===== config.mk =====
export PLATFORM = sky130hd
export DESIGN_NAME = spi_stuff_bridge
export DESIGN_NICKNAME = d
export VERILOG_FILES = /design/src/rtl/spi_stuff_pkg.sv /design/src/rtl/spi_stuff_ctrl.sv /design/src/rtl/spi_stuff_dp.sv /design/src/rtl/spi_stuff_bridge.sv
export SDC_FILE = /design/constraint.sdc
export NUM_CORES = 1
export LEC_CHECK = 0
export BUFFER_PORTS_ARGS = -buffer_cell sky130_fd_sc_hd__buf_2
export CORE_MARGIN = 4
export CORE_UTILIZATION = 52
export CTS_CLUSTER_DIAMETER = 40
export CTS_CLUSTER_SIZE = 10
export DETAILED_ROUTE_END_ITERATION = 12
export GPL_TIMING_DRIVEN = 0
export PLACE_DENSITY = 0.79
export SLEW_MARGIN = 10
export SYNTH_ARGS = -nofsm -noshare
export SYNTH_HDL_FRONTEND = slang
export SYNTH_SLANG_ARGS = --single-unit

===== constraint.sdc =====
create_clock -name clk -period 1.7 [get_ports clk]
set_clock_uncertainty 0.05 [all_clocks]
set_input_delay 0.085 -clock clk [delete_from_list [all_inputs] [get_ports clk]]
set_output_delay 0.085 -clock clk [all_outputs]
set_load 0.005 [all_outputs]

===== src/rtl/spi_stuff_pkg.sv =====
package spi_stuff_pkg;
  localparam int unsigned BYTE_W = 8;
  localparam int unsigned CNT_W  = $clog2(BYTE_W);

  localparam logic [BYTE_W-1:0] IDLE_CODE = 8'h4A;
  localparam logic [BYTE_W-1:0] ESC_CODE  = 8'h4D;
  localparam logic [BYTE_W-1:0] FLIP_MASK = 8'h20;

  // strobes from the control to the datapath, one cycle each
  typedef struct packed {
    logic sampleBit;  // qualified rising SCLK edge
    logic byteDone;   // rising edge that completes a byte
    logic shiftOut;   // falling edge inside a byte
    logic loadTx;     // start of a transmit slot
    logic abortSlot;  // select released mid-byte
  } strobe_t;
endpackage


===== src/rtl/spi_stuff_ctrl.sv =====
module spi_stuff_ctrl
  import spi_stuff_pkg::*;
#(
  parameter int unsigned SYNC_STAGES = 2
) (
  input  logic    clk,
  input  logic    rstN,
  input  logic    sclkIn,
  input  logic    mosiIn,
  input  logic    ssNIn,
  output logic    mosiBit,
  output strobe_t st
);
  localparam int unsigned LAST = SYNC_STAGES - 1;

  logic [SYNC_STAGES-1:0] sclkSync, mosiSync, ssNSync;
  logic sclkS, ssNS;
  logic sclkPrev, ssNPrev;
  logic [CNT_W-1:0] bitCnt;
  logic needLoad;
  logic rise, fall;

  generate
    for (genvar g = 0; g < SYNC_STAGES; g++) begin : g_sync
      always_ff @(posedge clk or negedge rstN) begin
        if (!rstN) begin
          sclkSync[g] <= 1'b0;
          mosiSync[g] <= 1'b0;
          ssNSync[g]  <= 1'b1;
        end else if (g == 0) begin
          sclkSync[g] <= sclkIn;
          mosiSync[g] <= mosiIn;
          ssNSync[g]  <= ssNIn;
        end else begin
          sclkSync[g] <= sclkSync[(g == 0) ? 0 : g-1];
          mosiSync[g] <= mosiSync[(g == 0) ? 0 : g-1];
          ssNSync[g]  <= ssNSync[(g == 0) ? 0 : g-1];
        end
      end
    end
  endgenerate

  assign sclkS   = sclkSync[LAST];
  assign ssNS    = ssNSync[LAST];
  assign mosiBit = mosiSync[LAST];

  assign rise = sclkS & ~sclkPrev & ~ssNS;
  assign fall = ~sclkS & sclkPrev & ~ssNS;

  always_comb begin
    st.sampleBit = rise;
    st.byteDone  = rise && (bitCnt == CNT_W'(BYTE_W-1));
    st.shiftOut  = fall && (bitCnt != '0);
    st.loadTx    = needLoad && !ssNS;
    st.abortSlot = ssNS && !ssNPrev && (bitCnt != '0);
  end

  always_ff @(posedge clk or negedge rstN) begin
    if (!rstN) begin
      sclkPrev <= 1'b0;
      ssNPrev  <= 1'b1;
      bitCnt   <= '0;
      needLoad <= 1'b1;
    end else begin
      sclkPrev <= sclkS;
      ssNPrev  <= ssNS;
      if (ssNS)             bitCnt <= '0;
      else if (st.byteDone) bitCnt <= '0;
      else if (rise)        bitCnt <= bitCnt + 1'b1;
      if (st.byteDone)      needLoad <= 1'b1;
      else if (st.loadTx)   needLoad <= 1'b0;
    end
  end

  // a finished byte is followed at once by a slot load
  a_r6_load_follows_byte: assert property (@(posedge clk) disable iff (!rstN)
    st.byteDone |=> st.loadTx);

  // a deselected cycle leaves the byte count at zero
  a_r1_deselect_clears_count: assert property (@(posedge clk) disable iff (!rstN)
    (ssNS && $past(ssNS)) |-> (bitCnt == '0));
endmodule


===== src/rtl/spi_stuff_dp.sv =====
module spi_stuff_dp
  import spi_stuff_pkg::*;
(
  input  logic              clk,
  input  logic              rstN,
  input  strobe_t           st,
  input  logic              mosiBit,
  output logic              misoOut,
  output logic [BYTE_W-1:0] srcData,
  output logic              srcValid,
  input  logic [BYTE_W-1:0] snkData,
  input  logic              snkValid,
  output logic              snkReady
);
  logic [BYTE_W-2:0] rxShift;
  logic [BYTE_W-1:0] rxNext;
  logic              rxEsc;

  logic [BYTE_W-1:0] txShift, txCur, txEscByte, txPick;
  logic              txEscPend, snkSpecial;

  // receive path
  assign rxNext = {rxShift, mosiBit};

  always_ff @(posedge clk or negedge rstN) begin
    if (!rstN) begin
      rxShift  <= '0;
      rxEsc    <= 1'b0;
      srcData  <= '0;
      srcValid <= 1'b0;
    end else begin
      srcValid <= 1'b0;
      if (st.sampleBit) rxShift <= rxNext[BYTE_W-2:0];
      if (st.byteDone) begin
        if (rxEsc) begin
          srcData  <= rxNext ^ FLIP_MASK;
          srcValid <= 1'b1;
          rxEsc    <= 1'b0;
        end else if (rxNext == ESC_CODE) begin
          rxEsc <= 1'b1;
        end else if (rxNext != IDLE_CODE) begin
          srcData  <= rxNext;
          srcValid <= 1'b1;
        end
      end
    end
  end

  // transmit path
  assign snkSpecial = (snkData == IDLE_CODE) || (snkData == ESC_CODE);
  assign snkReady   = st.loadTx && !txEscPend;
  assign misoOut    = txShift[BYTE_W-1];

  always_comb begin
    if (txEscPend)     txPick = txEscByte;
    else if (snkValid) txPick = snkSpecial ? ESC_CODE : snkData;
    else               txPick = IDLE_CODE;
  end

  always_ff @(posedge clk or negedge rstN) begin
    if (!rstN) begin
      txShift   <= IDLE_CODE;
      txCur     <= IDLE_CODE;
      txEscPend <= 1'b0;
      txEscByte <= '0;
    end else if (st.loadTx) begin
      txShift <= txPick;
      txCur   <= txPick;
      if (txEscPend) begin
        txEscPend <= 1'b0;
      end else if (snkValid && snkSpecial) begin
        txEscPend <= 1'b1;
        txEscByte <= snkData ^ FLIP_MASK;
      end
    end else if (st.abortSlot) begin
      txShift <= txCur;
    end else if (st.shiftOut) begin
      txShift <= {txShift[BYTE_W-2:0], 1'b0};
    end
  end

  // the output strobe lasts a single cycle
  a_r5_single_cycle_valid: assert property (@(posedge clk) disable iff (!rstN)
    srcValid |=> !srcValid);

  // an output strobe only ever follows a completed byte
  a_r5_valid_after_byte: assert property (@(posedge clk) disable iff (!rstN)
    srcValid |-> $past(st.byteDone));

  // filler outside an escape never reaches the source port
  a_r3_idle_dropped: assert property (@(posedge clk) disable iff (!rstN)
    (st.byteDone && !rxEsc && rxNext == IDLE_CODE) |=> !srcValid);

  // an escape arms the flag and emits nothing
  a_r4_escape_arms: assert property (@(posedge clk) disable iff (!rstN)
    (st.byteDone && !rxEsc && rxNext == ESC_CODE) |=> (rxEsc && !srcValid));

  // an accepted special byte is replaced by an escape with a pending half
  a_r7_special_escaped: assert property (@(posedge clk) disable iff (!rstN)
    (snkReady && snkValid && snkSpecial) |=> (txShift == ESC_CODE && txEscPend));

  // ready is a one-cycle pulse
  a_r8_ready_pulse: assert property (@(posedge clk) disable iff (!rstN)
    snkReady |=> !snkReady);

  // an aborted slot restarts from the whole byte
  a_r10_slot_restored: assert property (@(posedge clk) disable iff (!rstN)
    st.abortSlot |=> (txShift == $past(txCur)));
endmodule


===== src/rtl/spi_stuff_bridge.sv =====
module spi_stuff_bridge
  import spi_stuff_pkg::*;
#(
  parameter int unsigned SYNC_STAGES = 2
) (
  input  logic              clk,
  input  logic              rstN,
  input  logic              sclkIn,
  input  logic              mosiIn,
  input  logic              ssNIn,
  output logic              misoOut,
  output logic [BYTE_W-1:0] srcData,
  output logic              srcValid,
  input  logic [BYTE_W-1:0] snkData,
  input  logic              snkValid,
  output logic              snkReady
);
  strobe_t st;
  logic    mosiBit;

  spi_stuff_ctrl #(.SYNC_STAGES(SYNC_STAGES)) i_ctrl (
    .clk     (clk),
    .rstN    (rstN),
    .sclkIn  (sclkIn),
    .mosiIn  (mosiIn),
    .ssNIn   (ssNIn),
    .mosiBit (mosiBit),
    .st      (st)
  );

  spi_stuff_dp i_dp (
    .clk      (clk),
    .rstN     (rstN),
    .st       (st),
    .mosiBit  (mosiBit),
    .misoOut  (misoOut),
    .srcData  (srcData),
    .srcValid (srcValid),
    .snkData  (snkData),
    .snkValid (snkValid),
    .snkReady (snkReady)
  );
endmodule


==> out/results.tsv, run 1 <==
stage	metric	value	unit
timing	Max Clock Freq	570	MHz
clock_tree	Clock Latency Late Sink	0.31	ns
routing	1st-pass router iterations	4	
routing	post-route ant nets	0	
clock_tree	H-tree Lvls	2	
setup_path	WS Path Type	register to register	
timing	PnR worst setup slack	-0.0551	ns
final_layout	post-route insts no fill	321	
global_routing	Total GRT Usage	18.6	%
final_layout	nets	285	
outcome	status	finished, violations left	
clock_tree	CTS tree	yes	
setup_path	Crit path arrival time	1.91	ns
clock_tree	cts bufs inserted	5	
setup_path	R2R depth	5	
clock_tree	Max clock buf depth	2	
yosys	synth unique cells	52	
final_layout	most frequent cells in the layout	43 x dfrtp_1, 22 x buf_2, 20 x buf_4	
setup_path	critical path required time	1.85	ns
yosys	register bit total from synthesis	54	
placement	Placer Congestion	0.816	
timing	max-slew violations	0	
placement	IO Port Bufs	23	
timing	# setup viols final	2	
min_path	min-delay src	snkData[1]	
min_path	Worst Hold End	i_dp.txEscByte[1]$_DFFE_PN0P_	
outcome	violated checks	negative setup slack	
clock_tree	CTS Root Cell	clkbuf_8	
placement	detailed placement HPWL	3320	um
global_routing	initial antenna violation count	0	
final_layout	commonest non-fill, non-tap cell in the layout	dfrtp_1	
timing	actual slew at the worst max-slew pin	0.670	ns
setup_path	Critical Path Source Type	register	
min_path	Worst Hold Class	input pin to register	
final_layout	Synth-to-Final Area Change	23.1	%
timing	Sum Neg Setup Slack	-0.110	ns
final_layout	layout cells sized above 1	39.4	%
yosys	Cells after Synth	217	
yosys	Syn Nets	234	
yosys	Synth warnings	0	
timing	Slew headroom	55.3	%
global_routing	number of global-route vias before repair	1835	
final_layout	number of diodes	0	
global_routing	first-pass GRT wire length	8930	um
setup_path	crit path capture type	register	
yosys	main flop type after synthesis	dfrtp_1	
setup_path	reg-to-reg endpoint	i_dp.srcData[5]$_DFFE_PN0P_	
die	die area	0.00598	mm^2
global_routing	grt ovf	0	
power_and_ir_drop	VDD IR max	0.675	mV
die	initial core utilization	55.5	%
setup_path	Max Fanout on Critical Path	6	
die	FP Rows	24	
yosys	Seq/Total Area, Yosys	54.6	%
setup_path	r2r setup slk	-0.06	ns
yosys	Post-Syn Area	0.00250	mm^2
min_path	WHS Path Cells	2	
timing	min Tclk post-route	1.76	ns
yosys	Post-synth EDFFs	0	
timing	Hold Violations, Final	0	
power_and_ir_drop	leakage	1.48	nW
yosys	syn_area_per_cell	11.5	um^2
global_routing	largest net degree at the start of global routing	55	
placement	placed cells	292	
timing	Tcrit/Tclk final	103	%
die	Core Region	0.00450	mm^2
power_and_ir_drop	Power Dens Cells	977	mW/mm^2
die	Ports	25	
timing	RSZ-0062 raised after global routing	true	
routing	DR vias	1833	
die	Die Wd	77.3	um
run	Max Cap Viol	0	
clock_tree	clock-pin transition on the worst setup and hold timing paths	0.10	ns
routing	Via-to-Cell Ratio	5.71	
routing	Starting DRT DRC Count	166	
routing	drc violations	0	
yosys	share of flip-flops with an asynchronous set or reset	100	%
routing	WL final	5270	um
setup_path	reg2reg start	i_dp.rxShift[3]$_DFFE_PN0P_	
routing	WL per Instance	16.4	um
die	Die Y	77.3	um
clock_tree	total clock sinks	54	
## flip-flops by register name, indices dropped and copies added, names as in the netlist, 3 cells and up
signal	flops
i_dp.srcData	8
i_ctrl.bitCnt	3
i_dp.txCur	8
i_dp.txShift	8
i_dp.txEscByte	8
i_dp.rxShift	7
## routing by layer
layer / up-vias / global-route usage [%] / wire [um]
li1: 867 / - / -
met1: 912 / 25.7 / 2390
met2: 49 / 28.4 / 2610
met3: 5 / 4.33 / 217
met4: 0 / 7.47 / 54
met5: - / 0 / 0
## per-stage QoR
step | area [um^2] | util [%] | worst slack [ns] | hold slack, ns | total power [W]
2_1_floorplan | 2500 | - | -0.0231 | -0.261 | 0.00189
3_3_place_gp | 2680 | 59.6 | -0.271 | 0.140 | 0.00202
3_5_place_dp | 2680 | 59.6 | -0.291 | 0.143 | 0.00205
4_1_cts | 2920 | 64.9 | -0.0886 | 0.00498 | 0.00291
5_1_grt | 3080 | 68.3 | -0.142 | 0.0137 | 0.00317
6_report | 3080 | 68.3 | -0.0551 | 0.0139 | 0.00301
## synth_stat cells (3+ instances only)
| master | number | area [um^2] |
|---|---|---|
| dfrtp_1 | 44 | 1100 |
| nand2_1 | 20 | 75.1 |
| nor2_1 | 17 | 63.8 |
| a21oi_1 | 13 | 65.1 |
| nand3_1 | 13 | 65.1 |
| dfstp_2 | 10 | 263 |
| nand2b_1 | 9 | 56.3 |
| o21ai_0 | 9 | 45.0 |
| mux2_2 | 8 | 90.1 |
| mux2_4 | 7 | 105 |
| nand3b_1 | 5 | 37.5 |
| a211oi_1 | 3 | 22.5 |
| clkbuf_1 | 3 | 11.3 |
| ha_1 | 3 | 37.5 |
| inv_1 | 3 | 11.3 |
| nor2b_1 | 3 | 18.8 |
## worst max-delay path, stage by stage (launching register included)
cell      delay, ns
dfrtp_2        0.44
nor4b_4        0.30
nand3b_1       0.16
o21bai_4       0.30
inv_2          0.11
mux2_4         0.30
## report_power, final
part	total (W)	switching, W	internal [W]
logic	0.000530	0.000230	0.000300
clock network	0.000851	0.000412	0.000440
registers	0.00163	0.000149	0.00148
## what timing repair did
item	in CTS	in global routing
hold endpoints to repair	13	0
buffers inserted	5	13
pin swaps	4	7
setup endpoints to repair	25	19
resized for setup	17	18
hold buffers	4	0
## final cells by class
| class | instances | area [um^2] |
|---|---|---|
| Multi-Input combinational cell | 150 | 1140 |
| Tap cell | 52 | 65.1 |
| Timing Repair Buffer | 45 | 293 |
| Clock inverter | 2 | 37.5 |
| Inverter | 4 | 15.0 |
| Buffer | 8 | 91.3 |
| Fill cell | 328 | 1430 |
| Sequential cell | 54 | 1370 |
| Clock buffer | 6 | 72.6 |
## how the worst max path moves through the flow
stage,startpoint,depth (start not counted),slack (ns),endpoint
2_1_floorplan,i_ctrl.ssNS$_DFF_PN1_,6,-0.02,i_dp.srcData[5]$_DFFE_PN0P_
3_3_place_gp,i_ctrl.ssNS$_DFF_PN1_,6,-0.27,i_dp.txShift[2]$_DFFE_PN0P_
3_5_place_dp,i_ctrl.ssNS$_DFF_PN1_,6,-0.29,i_dp.txShift[6]$_DFFE_PN1P_
4_1_cts,i_ctrl.ssNS$_DFF_PN1_,6,-0.09,snkReady
5_1_grt,i_dp.rxShift[3]$_DFFE_PN0P_,5,-0.14,i_dp.srcData[5]$_DFFE_PN0P_
6_report,i_dp.rxShift[3]$_DFFE_PN0P_,5,-0.06,i_dp.srcData[5]$_DFFE_PN0P_
## logic make-up after synthesis
family | after synthesis | synth area share, %
and+or+nand+nor | 86 | 19.1
muxes | 18 | 9.06
DFF | 54 | 54.6
xor gates and xnor gates | 1 | 0.351
buffers and inverters | 13 | 3.05
AOI/OAI and AO/OA | 42 | 12.3
adders and majority gates | 3 | 1.50
Power figures use the tool's default switching activity.
==> inputs of run 2 (changes only) <==
Clock period 1.7 ns to 1.5 ns, I/O delays scaled along.
==> run 2 against run 1 <==
Net effect: combinational power up 36%; critical endpoint is now i_dp.txShift[3]$_DFFE_PN1P_; worst setup slack worse by 0.17 ns; largest power group unchanged; highest routed layer unchanged; the flow still finishes with violations (negative setup slack); clock-buffer cell count down 1.
==> out/results.tsv, run 2 (same netlist as run 1, synthesis figures left out) <==
stage	metric	value	unit	change
die	die area	0.00598	mm^2	unchanged
final_layout	commonest non-fill, non-tap cell in the layout	dfrtp_1		unchanged
timing	min Tclk post-route	1.72	ns	was 1.76 ns
die	Die Y	77.3	um	unchanged
clock_tree	cts bufs inserted	5		unchanged
global_routing	largest net degree at the start of global routing	55		unchanged
power_and_ir_drop	VDD IR max	0.703	mV	was 0.675 mV
die	Die Wd	77.3	um	unchanged
final_layout	Final Cell Area	0.00349	mm^2	was 0.00308 mm^2
outcome	status	finished, violations left		unchanged
clock_tree	H-tree Lvls	2		unchanged
global_routing	grt ovf	0		unchanged
routing	DR vias	2055		was 1833
clock_tree	Clock Latency Late Sink	0.32	ns	was 0.31 ns
routing	post-route ant nets	0		unchanged
clock_tree	Max clock buf depth	2		unchanged
final_layout	final core occ	77.4	%	was 68.3%
outcome	violated checks	negative setup slack		unchanged
placement	placed cells	292		unchanged
final_layout	nets	299		was 285
routing	WL per Instance	20.5	um	was 16.4 um
routing	1st-pass router iterations	5		was 4
die	initial core utilization	55.5	%	unchanged
routing	Starting DRT DRC Count	206		was 166
final_layout	Synth-to-Final Area Change	39.5	%	was 23.1%
setup_path	Critical Path Source Type	register		unchanged
run	Max Cap Viol	0		unchanged
timing	Max Clock Freq	581	MHz	was 570 MHz
timing	PnR worst setup slack	-0.220	ns	was -0.0551 ns
global_routing	number of global-route vias before repair	2048		was 1835
timing	Tcrit/Tclk final	115	%	was 103%
power_and_ir_drop	Final Power	0.00358	W	was 0.00301 W
timing	# setup viols final	28		was 2
timing	Slew headroom	56.6	%	was 55.3%
placement	IO Port Bufs	23		unchanged
clock_tree	CTS tree	yes		unchanged
setup_path	WS Path Type	register to register		unchanged
setup_path	Max Fanout on Critical Path	5		was 6
placement	DP Area	0.00272	mm^2	was 0.00268 mm^2
final_layout	most frequent cells in the layout	44 x dfrtp_1, 22 x buf_2, 19 x buf_4		was 43 x dfrtp_1, 22 x buf_2, 20 x buf_4
clock_tree	clock-pin transition on the worst setup and hold timing paths	0.10	ns	about the same
power_and_ir_drop	Power Dens Cells	1030	mW/mm^2	was 977 mW/mm^2
final_layout	post-route insts no fill	335		was 321
routing	WL final	6860	um	was 5270 um
timing	Hold Violations, Final	0		unchanged
clock_tree	total clock sinks	54		unchanged
timing	max-slew violations	0		unchanged
final_layout	number of diodes	0		unchanged
clock_tree	CTS Root Cell	clkbuf_8		unchanged
die	Core Region	0.00450	mm^2	unchanged
power_and_ir_drop	leakage	1.64	nW	was 1.48 nW
placement	detailed placement HPWL	3340	um	was 3320 um
setup_path	critical path required time	1.67	ns	was 1.85 ns
die	Ports	25		unchanged
timing	actual slew at the worst max-slew pin	0.651	ns	was 0.670 ns
setup_path	Crit path arrival time	1.89	ns	was 1.91 ns
timing	RSZ-0062 raised after global routing	true		unchanged
die	FP Rows	24		unchanged
global_routing	first-pass GRT wire length	9970	um	was 8930 um
final_layout	layout cells sized above 1	52.7	%	was 39.4%
setup_path	crit path capture type	register		unchanged
global_routing	initial antenna violation count	0		unchanged
routing	drc violations	0		unchanged
placement	Placer Congestion	0.835		was 0.816
global_routing	Total GRT Usage	21.0	%	was 18.6%
routing	Via-to-Cell Ratio	6.13		was 5.71
min_path	Worst Hold Class	input pin to register		unchanged
## run 2: cell types whose count changed in the layout (fill, tap and decap cells not counted), moves of 3 or more
cell	previous run	this run
nand3_1	13	9
nand2b_1	8	4
o21ai_0	7	4
nand2b_4	1	5
buf_6	0	10
nand2_1	19	16
nand3_2	0	3
## run 2: routing by layer
| layer | vias to the layer above | track usage [%] | wire [um] |
|---|---|---|---|
| met5 | - | 0 | 0 |
| met4 | 0 | 11.0 | 259 |
| met3 | 30 | 5.50 | 407 |
| met2 | 87 | 33.0 | 3370 |
| met1 | 1040 | 26.8 | 2830 |
| li1 | 898 | - | - |
## run 2: area by class of cell
cell class	count	area, um^2
sequential	54	1360
multi-input combinational	150	1340
fill	243	1020
timing repair buffer	59	473
buffer	8	118
clock buffer	5	68.8
tap	52	65.1
clock inverter	3	43.8
inverter	4	17.5
## run 2: path summary, 6_finish.rpt
check | startpoint | to | slack (ns) | cells past startpoint
setup / recovery | i_ctrl.ssNS$_DFF_PN1_ | i_dp.txShift[3]$_DFFE_PN1P_ | -0.22 | 7
hold / removal | snkData[2] | i_dp.txEscByte[0]$_DFFE_PN0P_ | 0.03 | 2
setup reg to reg | i_ctrl.ssNS$_DFF_PN1_ | i_dp.txShift[3]$_DFFE_PN1P_ | -0.22 | 7
hold reg to reg | i_ctrl.sclkSync[0]$_DFF_PN0_ | i_ctrl.sclkS$_DFF_PN0_ | 0.31 | 0
max in group asynchronous | rstN | i_dp.txEscByte[5]$_DFFE_PN0P_ | 0.70 | 2
min in group asynchronous | rstN | i_dp.txShift[5]$_DFFE_PN0P_ | 0.27 | 2
## run 2: repair_timing
action                     in CTS  in global routing
hold endpoints to repair       48                  0
cloned                          1                  0
hold buffers                    5                  0
pin swaps                      20                 17
setup endpoints to repair      33                 36
setup buffers                  19                 12
gates resized for setup        47                 38
## run 2: stage by stage
step	setup TNS, ns	worst slack (ns)	hold WS (ns)
6_report	-3.28	-0.220	0.0309
5_1_grt	-5.77	-0.271	0.0482
4_1_cts	-2.20	-0.210	0.0171
3_5_place_dp	-6.63	-0.406	0.132
3_3_place_gp	-6.39	-0.388	0.131
2_1_floorplan	-1.31	-0.223	-0.271
## run 2: worst max-delay path, cell delays in order (launching register included)
cell and delay, ns:
dfstp_2 0.57, buf_6 0.10, nor2b_4 0.14, buf_8 0.14, buf_6 0.13, and3_4 0.19, a211oi_2 0.04, o31ai_1 0.26
## run 2: where the power goes
group / internal, W / total (W) / leakage [nW] / switching (W)
Combinational: 0.000392 / 0.000719 / 0.921 / 0.000327
Sequential: 0.00167 / 0.00185 / 0.658 / 0.000185
Clock: 0.000501 / 0.00101 / 0.0585 / 0.000508
Total: 0.00256 / 0.00358 / 1.64 / 0.00102
